**config.mk**
```make
export PLATFORM = sky130hd
export DESIGN_NAME = rtc_cal_regs
export DESIGN_NICKNAME = d
export VERILOG_FILES = /design/src/rtl/rtc_cal_pkg.sv /design/src/rtl/rtc_commit_slot.sv /design/src/rtl/rtc_hms_ctr.sv /design/src/rtl/rtc_ymd_ctr.sv /design/src/rtl/rtc_cal_regs.sv
export SDC_FILE = /design/constraint.sdc
export NUM_CORES = 1
export LEC_CHECK = 0
export BUFFER_PORTS_ARGS = -buffer_cell sky130_fd_sc_hd__buf_2
export CAP_MARGIN = 40
export CORE_MARGIN = 2
export CORE_UTILIZATION = 63
export CTS_CLUSTER_SIZE = 40
export DETAILED_ROUTE_END_ITERATION = 10
export PLACE_DENSITY = 0.87
export SKIP_LAST_GASP = 1
export SYNTH_ARGS = -nofsm -noshare
export SYNTH_HDL_FRONTEND = slang
export SYNTH_HIERARCHICAL = 1
export SYNTH_SLANG_ARGS = --single-unit
```
**constraint.sdc**
```tcl
create_clock -name clk_i -period 7.4 [get_ports clk_i]
set_clock_uncertainty 0.1 [all_clocks]
set_input_delay 0.74 -clock clk_i [delete_from_list [all_inputs] [get_ports clk_i]]
set_output_delay 0.74 -clock clk_i [all_outputs]
set_load 0.005 [all_outputs]
```
**src/rtl/rtc_cal_pkg.sv**
```systemverilog
`timescale 1ns/1ps
package rtc_cal_pkg;
  localparam int unsigned WORD_W        = 32;
  localparam logic [7:0]  OFS_CTRL      = 8'h00;
  localparam logic [7:0]  OFS_DATE      = 8'h10;
  localparam logic [7:0]  OFS_TIME      = 8'h14;
  localparam int unsigned BUSY_DATE_BIT = 7;
  localparam int unsigned BUSY_TIME_BIT = 8;
  localparam int unsigned N_SLOTS       = 2;
  localparam int unsigned SLOT_TIME     = 0;
  localparam int unsigned SLOT_DATE     = 1;

  typedef struct packed {
    logic [4:0] hr;
    logic [5:0] min;
    logic [5:0] sec;
  } hms_t;

  typedef struct packed {
    logic       leap;
    logic [5:0] year;
    logic [3:0] mon;
    logic [4:0] day;
  } ymd_t;

  function automatic logic [WORD_W-1:0] hms_pack(hms_t t);
    return {11'd0, t.hr, 2'd0, t.min, 2'd0, t.sec};
  endfunction

  function automatic hms_t hms_unpack(logic [WORD_W-1:0] w);
    hms_t t;
    t.hr  = w[20:16];
    t.min = w[13:8];
    t.sec = w[5:0];
    return t;
  endfunction

  function automatic logic [WORD_W-1:0] ymd_pack(ymd_t d);
    return {9'd0, d.leap, d.year, 4'd0, d.mon, 3'd0, d.day};
  endfunction

  function automatic ymd_t ymd_unpack(logic [WORD_W-1:0] w);
    ymd_t d;
    d.leap = w[22];
    d.year = w[21:16];
    d.mon  = w[11:8];
    d.day  = w[4:0];
    return d;
  endfunction

  function automatic logic [4:0] month_days(logic [3:0] mon, logic leap);
    case (mon)
      4'd2:                      return leap ? 5'd29 : 5'd28;
      4'd4, 4'd6, 4'd9, 4'd11:   return 5'd30;
      default:                   return 5'd31;
    endcase
  endfunction
endpackage

```
**src/rtl/rtc_commit_slot.sv**
```systemverilog
`timescale 1ns/1ps
module rtc_commit_slot #(
  parameter int unsigned WIDTH        = 32,
  parameter int unsigned COMMIT_TICKS = 4
) (
  input  logic             clk_i,
  input  logic             rst_ni,
  input  logic             wr_i,
  input  logic [WIDTH-1:0] wdata_i,
  input  logic             tick_i,
  output logic             busy_o,
  output logic             load_o,
  output logic [WIDTH-1:0] data_o
);
  localparam int unsigned CNT_W = $clog2(COMMIT_TICKS + 1);

  logic [CNT_W-1:0] cnt_q;
  logic             busy_q;
  logic [WIDTH-1:0] hold_q;

  // write takes priority; a tick in the accept cycle is not counted
  always_ff @(posedge clk_i or negedge rst_ni) begin
    if (!rst_ni) begin
      busy_q <= 1'b0;
      cnt_q  <= '0;
      hold_q <= '0;
    end else if (wr_i && !busy_q) begin
      busy_q <= 1'b1;
      cnt_q  <= CNT_W'(COMMIT_TICKS);
      hold_q <= wdata_i;
    end else if (busy_q && tick_i) begin
      if (cnt_q == CNT_W'(1)) busy_q <= 1'b0;
      cnt_q <= cnt_q - CNT_W'(1);
    end
  end

  assign busy_o = busy_q;
  assign load_o = busy_q && tick_i && (cnt_q == CNT_W'(1)) && !wr_i
                  || busy_q && tick_i && (cnt_q == CNT_W'(1)) && wr_i;
  assign data_o = hold_q;
endmodule

```
**src/rtl/rtc_hms_ctr.sv**
```systemverilog
`timescale 1ns/1ps
module rtc_hms_ctr
  import rtc_cal_pkg::*;
(
  input  logic clk_i,
  input  logic rst_ni,
  input  logic load_i,
  input  hms_t load_val_i,
  input  logic step_i,
  output hms_t hms_o,
  output logic carry_o
);
  hms_t q;
  logic sec_end, min_end, hr_end;

  assign sec_end = (q.sec >= 6'd59);
  assign min_end = (q.min >= 6'd59);
  assign hr_end  = (q.hr  >= 5'd23);

  always_ff @(posedge clk_i or negedge rst_ni) begin
    if (!rst_ni) begin
      q <= '0;
    end else if (load_i) begin
      q <= load_val_i;
    end else if (step_i) begin
      if (!sec_end) begin
        q.sec <= q.sec + 6'd1;
      end else begin
        q.sec <= '0;
        if (!min_end) begin
          q.min <= q.min + 6'd1;
        end else begin
          q.min <= '0;
          q.hr  <= hr_end ? 5'd0 : q.hr + 5'd1;
        end
      end
    end
  end

  assign hms_o   = q;
  assign carry_o = step_i && !load_i && sec_end && min_end && hr_end;
endmodule

```
**src/rtl/rtc_ymd_ctr.sv**
```systemverilog
`timescale 1ns/1ps
module rtc_ymd_ctr
  import rtc_cal_pkg::*;
(
  input  logic clk_i,
  input  logic rst_ni,
  input  logic load_i,
  input  ymd_t load_val_i,
  input  logic step_i,
  output ymd_t ymd_o
);
  ymd_t       q;
  logic [4:0] last_day;

  assign last_day = month_days(q.mon, q.leap);

  always_ff @(posedge clk_i or negedge rst_ni) begin
    if (!rst_ni) begin
      q      <= '0;
      q.mon  <= 4'd1;
      q.day  <= 5'd1;
    end else if (load_i) begin
      q <= load_val_i;
    end else if (step_i) begin
      if (q.day < last_day) begin
        q.day <= q.day + 5'd1;
      end else begin
        q.day <= 5'd1;
        if (q.mon >= 4'd12) begin
          q.mon  <= 4'd1;
          q.year <= q.year + 6'd1;
        end else begin
          q.mon <= q.mon + 4'd1;
        end
      end
    end
  end

  assign ymd_o = q;
endmodule

```
**src/rtl/rtc_cal_regs.sv**
```systemverilog
`timescale 1ns/1ps
module rtc_cal_regs
  import rtc_cal_pkg::*;
#(
  parameter int unsigned COMMIT_TICKS = 4,
  parameter int unsigned ADDR_W       = 8
) (
  input  logic              clk_i,
  input  logic              rst_ni,
  input  logic              tick_i,
  input  logic              wr_en_i,
  input  logic [ADDR_W-1:0] wr_addr_i,
  input  logic [WORD_W-1:0] wr_data_i,
  input  logic [ADDR_W-1:0] rd_addr_i,
  output logic [WORD_W-1:0] rd_data_o
);
  logic [N_SLOTS-1:0]              slot_hit;
  logic [N_SLOTS-1:0]              slot_busy;
  logic [N_SLOTS-1:0]              slot_load;
  logic [N_SLOTS-1:0][WORD_W-1:0]  slot_data;

  logic              busy_time, busy_date, frozen, day_carry;
  hms_t              hms;
  ymd_t              ymd;
  logic [WORD_W-1:0] time_word, date_word, ctrl_word;

  assign slot_hit[SLOT_TIME] = wr_en_i && (wr_addr_i == ADDR_W'(OFS_TIME));
  assign slot_hit[SLOT_DATE] = wr_en_i && (wr_addr_i == ADDR_W'(OFS_DATE));

  for (genvar g = 0; g < N_SLOTS; g++) begin : g_slot
    rtc_commit_slot #(
      .WIDTH       (WORD_W),
      .COMMIT_TICKS(COMMIT_TICKS)
    ) u_slot (
      .clk_i  (clk_i),
      .rst_ni (rst_ni),
      .wr_i   (slot_hit[g]),
      .wdata_i(wr_data_i),
      .tick_i (tick_i),
      .busy_o (slot_busy[g]),
      .load_o (slot_load[g]),
      .data_o (slot_data[g])
    );
  end

  assign busy_time = slot_busy[SLOT_TIME];
  assign busy_date = slot_busy[SLOT_DATE];
  assign frozen    = |slot_busy;

  rtc_hms_ctr u_hms (
    .clk_i     (clk_i),
    .rst_ni    (rst_ni),
    .load_i    (slot_load[SLOT_TIME]),
    .load_val_i(hms_unpack(slot_data[SLOT_TIME])),
    .step_i    (tick_i && !frozen),
    .hms_o     (hms),
    .carry_o   (day_carry)
  );

  rtc_ymd_ctr u_ymd (
    .clk_i     (clk_i),
    .rst_ni    (rst_ni),
    .load_i    (slot_load[SLOT_DATE]),
    .load_val_i(ymd_unpack(slot_data[SLOT_DATE])),
    .step_i    (day_carry),
    .ymd_o     (ymd)
  );

  assign time_word = hms_pack(hms);
  assign date_word = ymd_pack(ymd);

  always_comb begin
    ctrl_word                = '0;
    ctrl_word[BUSY_TIME_BIT] = busy_time;
    ctrl_word[BUSY_DATE_BIT] = busy_date;
  end

  always_comb begin
    if (rd_addr_i == ADDR_W'(OFS_CTRL))      rd_data_o = ctrl_word;
    else if (rd_addr_i == ADDR_W'(OFS_DATE)) rd_data_o = date_word;
    else if (rd_addr_i == ADDR_W'(OFS_TIME)) rd_data_o = time_word;
    else                                     rd_data_o = '0;
  end
endmodule

```
==> results of run 1 <==
[sequential cells by signal (all words and copies together), names as in the netlist]
signal and cells:
g_slot.u_slot/data_o 33, u_ymd/ymd_o 16, u_hms/hms_o 17, g_slot.u_slot/busy_o 2, g_slot.u_slot/cnt_q 6
[path summary, 6_finish.rpt]
check / depth (start not counted) / start / slack (ps) / end
max: 5 / rd_addr_i[5] / 4350 / rd_data_o[18]
min: 2 / rst_ni / 220 / u_hms/hms_o[16]
max reg2reg: 10 / u_hms/hms_o[0] / 4520 / u_ymd/ymd_o[14]
min reg2reg: 2 / g_slot[1].u_slot/data_o[22] / 390 / u_ymd/ymd_o[15]
max in group asynchronous: 3 / rst_ni / 6370 / u_ymd/ymd_o[0]
min in group clk_i: 2 / g_slot[1].u_slot/data_o[22] / 390 / u_ymd/ymd_o[15]
[metal layers]
| metal | track usage (%) | up-vias | part of all wire [%] |
|---|---|---|---|
| met2 | 41.2 | 104 | 48 |
| met3 | 5.26 | 7 | 5.6 |
| met1 | 36.2 | 1741 | 45 |
| li1 | - | 1644 | - |
| met5 | 0 | - | 0 |
| met4 | 7.60 | 0 | 0.82 |
[power groups by stage]
stage	clock network (W)	registers, W	logic, W
final	0.000344	0.000588	0.000280
after global routing	0.000369	0.000602	0.000320
after CTS	0.000350	0.000586	0.000278
after detailed placement	0	0.000592	0.000275
after global placement	0	0.000585	0.000257
after floorplan	0	0.000554	0.000233
[cells in the final DEF (no fill, tap or decap), drive strengths merged, types with 12 or more instances in the layout]
cell and instances:
nor2 28, mux2 36, o21ai 25, ha 14, buf 64, nand2 26, a22o 15, dfrtp 72
conb 12, a21oi 20
[stage by stage]
step	hold slack, ps	utilization, %	instances
2_1_floorplan	344	-	438
3_3_place_gp	379	66.1	562
3_5_place_dp	392	66.5	563
4_1_cts	220	69.5	579
5_1_grt	222	69.5	579
6_report	223	69.5	579
[area by class of cell]
cell class,count,area [µm²],area share (%)
multi-input cells,315,2400,48.0
well taps,99,124,2.48
inverters,11,41.3,0.827
clock buffers,11,141,2.83
repair buffers,64,355,7.12
flip-flops and latches,74,1850,37.2
clock inverters,5,77.6,1.55
[worst register-to-register path, stage by stage, from the launching register on]
cell and delay [ps]:
sky130_fd_sc_hd__dfrtp_1 410, sky130_fd_sc_hd__ha_1 300, sky130_fd_sc_hd__o2111a_2 300, sky130_fd_sc_hd__nand2_4 100
sky130_fd_sc_hd__nor4_2 290, sky130_fd_sc_hd__buf_4 270, sky130_fd_sc_hd__nand2_1 70, sky130_fd_sc_hd__nor3_1 310
sky130_fd_sc_hd__a31oi_1 150, sky130_fd_sc_hd__o21a_1 190, sky130_fd_sc_hd__a221o_1 260
==> summary.txt, run 1 <==
========================================================================================================
Synthesized instance count                                                                           427
Final count of hold timing violations                                                                  0
Post-route cell area                                                                         0.00499 mm²
Detailed Routing Iterations Pass 1                                                                     4
Buffer count from post-CTS setup fixing                                                                0
Pin slew with the least headroom to its limit                                                     806 ps
Final-report setup violation count                                                                     0
Max-slew headroom                                                                                  46.1%
Post-layout nets                                                                                     541
Worst-case clock buffer depth                                                                          2
PD cells                                                                                      243 mW/mm²
DRC violation count after routing                                                                      0
Antenna cells                                                                                          0
Cts-stage hold buffer count                                                                            0
Delay of the slowest critical-path stage                                                          630 ps
Final critical-path setup slack                                                                  4350 ps
Overall track demand over capacity in global routing                                               26.0%
Class of the tightest hold or removal check                                                 input port to async pin
Die Outline Area                                                                             0.00800 mm²
Startpoint-to-endpoint class of the critical path                                           input port to output pin
Pin count of the biggest net entering global routing                                                  61
Internal                                                                                      0.000821 W
CTS HTree Levels                                                                                       3
Sum of internal, switching and leakage power                                                   0.00121 W
Post-CTS clock slew at the launch and capture registers of the worst setup and hold paths          80 ps
Buf+Inv Stages, Crit Path                                                                              2
Wire length of the first global-routing pass                                                    15800 µm
Combinational share of power                                                                       23.1%
Clock power frac                                                                                   28.4%
Cells along the critical path                                                               buf_2 > nor4b_4 > and3_1 > a22o_2 > buf_2
Count of input and output buffers                                                                     58
Average via count per standard cell                                                                 6.04
Std-Cell Core Area                                                                           0.00718 mm²
Number of ports placed on the die boundary                                                            84
Number of antenna violations at the first check in global routing                                      0
Critical path's slowest cell                                                                sky130_fd_sc_hd__and3_1
Relative area change from synthesis to final layout                                                8.52%
Fillers                                                                                              542
Mean routed wirelength per cell                                                                  16.9 µm
Number of clock buffers inserted by TritonCTS                                                          9
Number of clock sinks seen by CTS                                                                     74
Library cell appearing most often on the critical path                                      sky130_fd_sc_hd__buf_2
Worst ir drop on vdd                                                                          0.000110 V
Y dimension of the die                                                                           89.4 µm
Number of maximum-capacitance violations                                                               0
Result of the run                                                                           finished clean
Maximum frequency from static timing analysis                                                    328 MHz
Final weighted congestion of routability-driven global placement                                   0.879
Dpl ws                                                                                           4220 ps
Fraction of final layout cells sized beyond drive strength 1                                       29.4%
Vias in the first global route                                                                      3291
Number of slew-limit violations in the final report                                                    0
Via count                                                                                           3496
Count of nets left with antenna violations after detail routing                                        0
Cell type group with the largest total delay on the critical path                           simple AND/OR/NAND/NOR gates
Per-instance average area after synthesis                                                       10.8 µm²
Horizontal die dimension                                                                         89.4 µm
Initial core utilization                                                                           64.1%
Data arrival at the endpoint of the critical path                                                2210 ps
Mapped Area                                                                                  0.00460 mm²
Power share of the sequential group                                                                48.5%
P_leak                                                                                           2.39 nW
Total routed wirelength                                                                          9790 µm
RSZ-0062 raised after global routing                                                               false
Endpoint class of the critical path                                                           output pin
Highest fanout seen on the critical path                                                              16
Number of standard-cell rows in the floorplan                                                         31
Initial drt markers                                                                                  204
Synth warnings                                                                                         6
Clock insertion delay at the later pin of the skew report                                         350 ps
Net switching share of the total power                                                             32.3%
Clock root buffer master                                                                    sky130_fd_sc_hd__clkbuf_8
Switching power of the nets                                                                   0.000392 W
Total Neg Setup Slack                                                                               0 ps
Cts repair resizes                                                                                     0
Minimum clock period                                                                             3050 ps
Overflow left after global routing                                                                     0
Hpwl dp                                                                                          6890 µm
Placed standard-cell area                                                                    0.00477 mm²
Critical Path RT                                                                                 6560 ps
Critical Path Start Type                                                                      input port
Clock tree from TritonCTS                                                                          built
Post-route fraction of the period consumed by the critical path                                    41.2%
========================================================================================================
Power figures use the tool's default switching activity.
==> run 2, diff against run 1 <==
--- a/config.mk
+++ b/config.mk
@@ -8,10 +8,10 @@
 export BUFFER_PORTS_ARGS = -buffer_cell sky130_fd_sc_hd__buf_2
 export CAP_MARGIN = 40
 export CORE_MARGIN = 2
-export CORE_UTILIZATION = 63
+export CORE_UTILIZATION = 53
 export CTS_CLUSTER_SIZE = 40
 export DETAILED_ROUTE_END_ITERATION = 10
-export PLACE_DENSITY = 0.87
+export PLACE_DENSITY = 0.78
 export SKIP_LAST_GASP = 1
 export SYNTH_ARGS = -nofsm -noshare
 export SYNTH_HDL_FRONTEND = slang
==> constraint.sdc (replaced) <==
create_clock -name clk_i -period 2.5 [get_ports clk_i]
set_clock_uncertainty 0.1 [all_clocks]
set_input_delay 0.25 -clock clk_i [delete_from_list [all_inputs] [get_ports clk_i]]
set_output_delay 0.25 -clock clk_i [all_outputs]
set_load 0.005 [all_outputs]
==> run 2 against run 1 <==
Net effect:
- sequential power grew to 2.9 times the previous value
- die area rose by 18%
- hold slack got worse by 200 ps
- largest power group unchanged
==> summary.txt, run 2 (synthesis gave the netlist of run 1 again) <==
========================================================================================================
GR met3 Demand/Resource                                                                            4.10%   -1.2 points
Dpl ws                                                                                           32.8 ps   -4190 ps
Result of the run                                                                           finished clean
Clock power frac                                                                                   27.9%   -0.5 points
Antenna cells                                                                                          0   unchanged
Endpoint class of the critical path                                                            flip-flop
Number of ports placed on the die boundary                                                            84   unchanged
Detailed Routing Iterations Pass 1                                                                     4   unchanged
Met1 track demand over resource in global routing                                                  31.8%   -4.4 points
Maximum frequency from static timing analysis                                                    415 MHz
Most common library cell in the layout ignoring fill and taps                               sky130_fd_sc_hd__dfrtp_1
DRC violation count after routing                                                                      0   unchanged
Overall track demand over capacity in global routing                                               22.5%   -3.4 points
Initial drt markers                                                                                  320   +57%
Power share of the sequential group                                                                44.0%   -4.5 points
Post-route cell area                                                                         0.00529 mm²   +6.0%
Via count                                                                                           3621   +3.6%
Std-Cell Core Area                                                                           0.00830 mm²   +16%
Final count of hold timing violations                                                                  0   unchanged
Number of flip-flops in the largest register                                                          33   unchanged
Data arrival at the endpoint of the critical path                                                2570 ps   +360 ps
Combinational share of power                                                                       28.1%   +5.0 points
Number of clock sinks seen by CTS                                                                     74   unchanged
Hold slack final                                                                                 22.7 ps   -201 ps
Number of antenna violations at the first check in global routing                                      0   unchanged
Critical Path RT                                                                                 2670 ps   -3890 ps
Post-CTS clock slew at the launch and capture registers of the worst setup and hold paths          80 ps   about the same
Minimum clock period                                                                             2410 ps
CTS HTree Levels                                                                                       3   unchanged
Count of nets left with antenna violations after detail routing                                        0   unchanged
Internal                                                                                       0.00257 W   +210%
Max-slew headroom                                                                                  60.0%   +14 points
Worst ir drop on vdd                                                                          0.000501 V   +360%
Horizontal die dimension                                                                         97.1 µm   +8.6%
Switching power of the nets                                                                    0.00124 W   +220%
Clock tree from TritonCTS                                                                          built
Worst-case clock buffer depth                                                                          2   unchanged
Clock insertion delay at the later pin of the skew report                                         350 ps   about the same
Number of maximum-capacitance violations                                                               0   unchanged
Net switching share of the total power                                                             32.5%   +0.21 points
Vias in the first global route                                                                      3486   +5.9%
Class of the tightest hold or removal check                                                 input port to flip-flop
Die Outline Area                                                                             0.00944 mm²   +18%
Relative area change from synthesis to final layout                                                15.0%
Pin count of the biggest net entering global routing                                                  75   +23%
Average via count per standard cell                                                                 5.92   -2.0%
Pin slew with the least headroom to its limit                                                     600 ps   -206 ps
Number of clock buffers inserted by TritonCTS                                                          9   unchanged
Highest fanout seen on the critical path                                                               4   -12
PD cells                                                                                      721 mW/mm²   +200%
P_leak                                                                                           2.53 nW   +5.8%
Leading cell types in the layout, fill and taps excluded                                    71 x sky130_fd_sc_hd__dfrtp_1, 58 x sky130_fd_sc_hd__buf_2, 31 x sky130_fd_sc_hd__mux2_4
Clock root buffer master                                                                    sky130_fd_sc_hd__clkbuf_8
Critical Path Start Type                                                                       flip-flop
Count of input and output buffers                                                                     58   unchanged
Final critical-path setup slack                                                                  92.1 ps   -4260 ps
Overflow left after global routing                                                                     0   unchanged
Y dimension of the die                                                                           97.1 µm   +8.6%
Number of standard-cell rows in the floorplan                                                         33   +6.5%
Fraction of final layout cells sized beyond drive strength 1                                       34.3%   +4.9 points
Initial core utilization                                                                           55.4%   -8.7 points
Wire length of the first global-routing pass                                                    17400 µm   +10%
Global route hottest layer                                                                          met2
Post-route fraction of the period consumed by the critical path                                    96.3%
Sum of internal, switching and leakage power                                                   0.00382 W   +210%
Number of slew-limit violations in the final report                                                    0   unchanged
Setup slack, reg-to-reg                                                                            90 ps   -4430 ps
Startpoint-to-endpoint class of the critical path                                           flip-flop to flip-flop
Final weighted congestion of routability-driven global placement                                   0.900   +2.4%
Mean routed wirelength per cell                                                                  17.2 µm   +1.7%
Hpwl dp                                                                                          7330 µm   +6.4%
Placed standard-cell area                                                                    0.00494 mm²   +3.5%
Final-report setup violation count                                                                     0   unchanged
Total routed wirelength                                                                         10500 µm   +7.5%
Met2 demand-to-capacity share in global routing                                                    35.7%   -5.5 points
Post-layout nets                                                                                     568   +5.0%
========================================================================================================
-- run 2: final cells by class --
class / count / area [µm²]
clock buffers: 12 / 155
clock inverters: 4 / 73.8
fillers: 630 / 3010
inverters: 11 / 41.3
multi-input cells: 315 / 2450
flip-flops and latches: 74 / 1860
well taps: 105 / 131
repair buffers: 91 / 586
-- run 2: final timing paths --
| path | from | to | cells after the start |
|---|---|---|---|
| max reg2reg | u_ymd/ymd_o[5] | u_ymd/ymd_o[7] | 8 |
| min | wr_data_i[5] | g_slot[0].u_slot/data_o[5] | 2 |
| min in group asynchronous | rst_ni | g_slot[0].u_slot/cnt_q[2] | 3 |
| min reg2reg | g_slot[1].u_slot/cnt_q[0] | g_slot[1].u_slot/cnt_q[0] | 1 |
| max | u_ymd/ymd_o[5] | u_ymd/ymd_o[7] | 8 |
| max in group asynchronous | rst_ni | u_ymd/ymd_o[12] | 3 |
-- run 2: critical path, cell delays in order, from the launching register on --
cell and delay, ps:
sky130_fd_sc_hd__dfstp_2 540, sky130_fd_sc_hd__inv_2 50, sky130_fd_sc_hd__ha_2 180, sky130_fd_sc_hd__nor3b_4 160, sky130_fd_sc_hd__ha_4 260, sky130_fd_sc_hd__o2111a_2 290
sky130_fd_sc_hd__nand2_2 100, sky130_fd_sc_hd__or4b_1 470, sky130_fd_sc_hd__o211ai_1 180
-- run 2: power groups by stage --
stage | Clock, W | Combinational (W) | Sequential, W
after floorplan | 0 | 0.000694 | 0.00164
after global placement | 0 | 0.000901 | 0.00168
after detailed placement | 0 | 0.000961 | 0.00170
after CTS | 0.00108 | 0.000972 | 0.00167
after global routing | 0.00113 | 0.00119 | 0.00171
final | 0.00107 | 0.00107 | 0.00168
-- run 2: through the flow --
| stage | util (%) | std cells | setup TNS (ps) |
|---|---|---|---|
| 2_1_floorplan | - | 438 | 0 |
| 3_3_place_gp | 59.5 | 587 | 0 |
| 3_5_place_dp | 59.5 | 587 | 0 |
| 4_1_cts | 62.4 | 604 | 0 |
| 5_1_grt | 63.7 | 612 | -6.74 |
| 6_report | 63.7 | 612 | 0 |
-- run 2: metal layers --
| metal | up-vias | wire length, µm | part of all wire (%) |
|---|---|---|---|
| li1 | 1704 | - | - |
| met1 | 1764 | 4820 | 46 |
| met2 | 140 | 4940 | 47 |
| met3 | 13 | 615 | 5.8 |
| met4 | 0 | 139 | 1.3 |
| met5 | - | 0 | 0 |
-- run 2: what timing repair did --
item / in CTS / in global routing
resized for setup: 0 / 13
endpoints found under the hold margin: 72 / 0
setup endpoints to repair: 0 / 7
buffers inserted: 0 / 8
hold buffers: 1 / 0
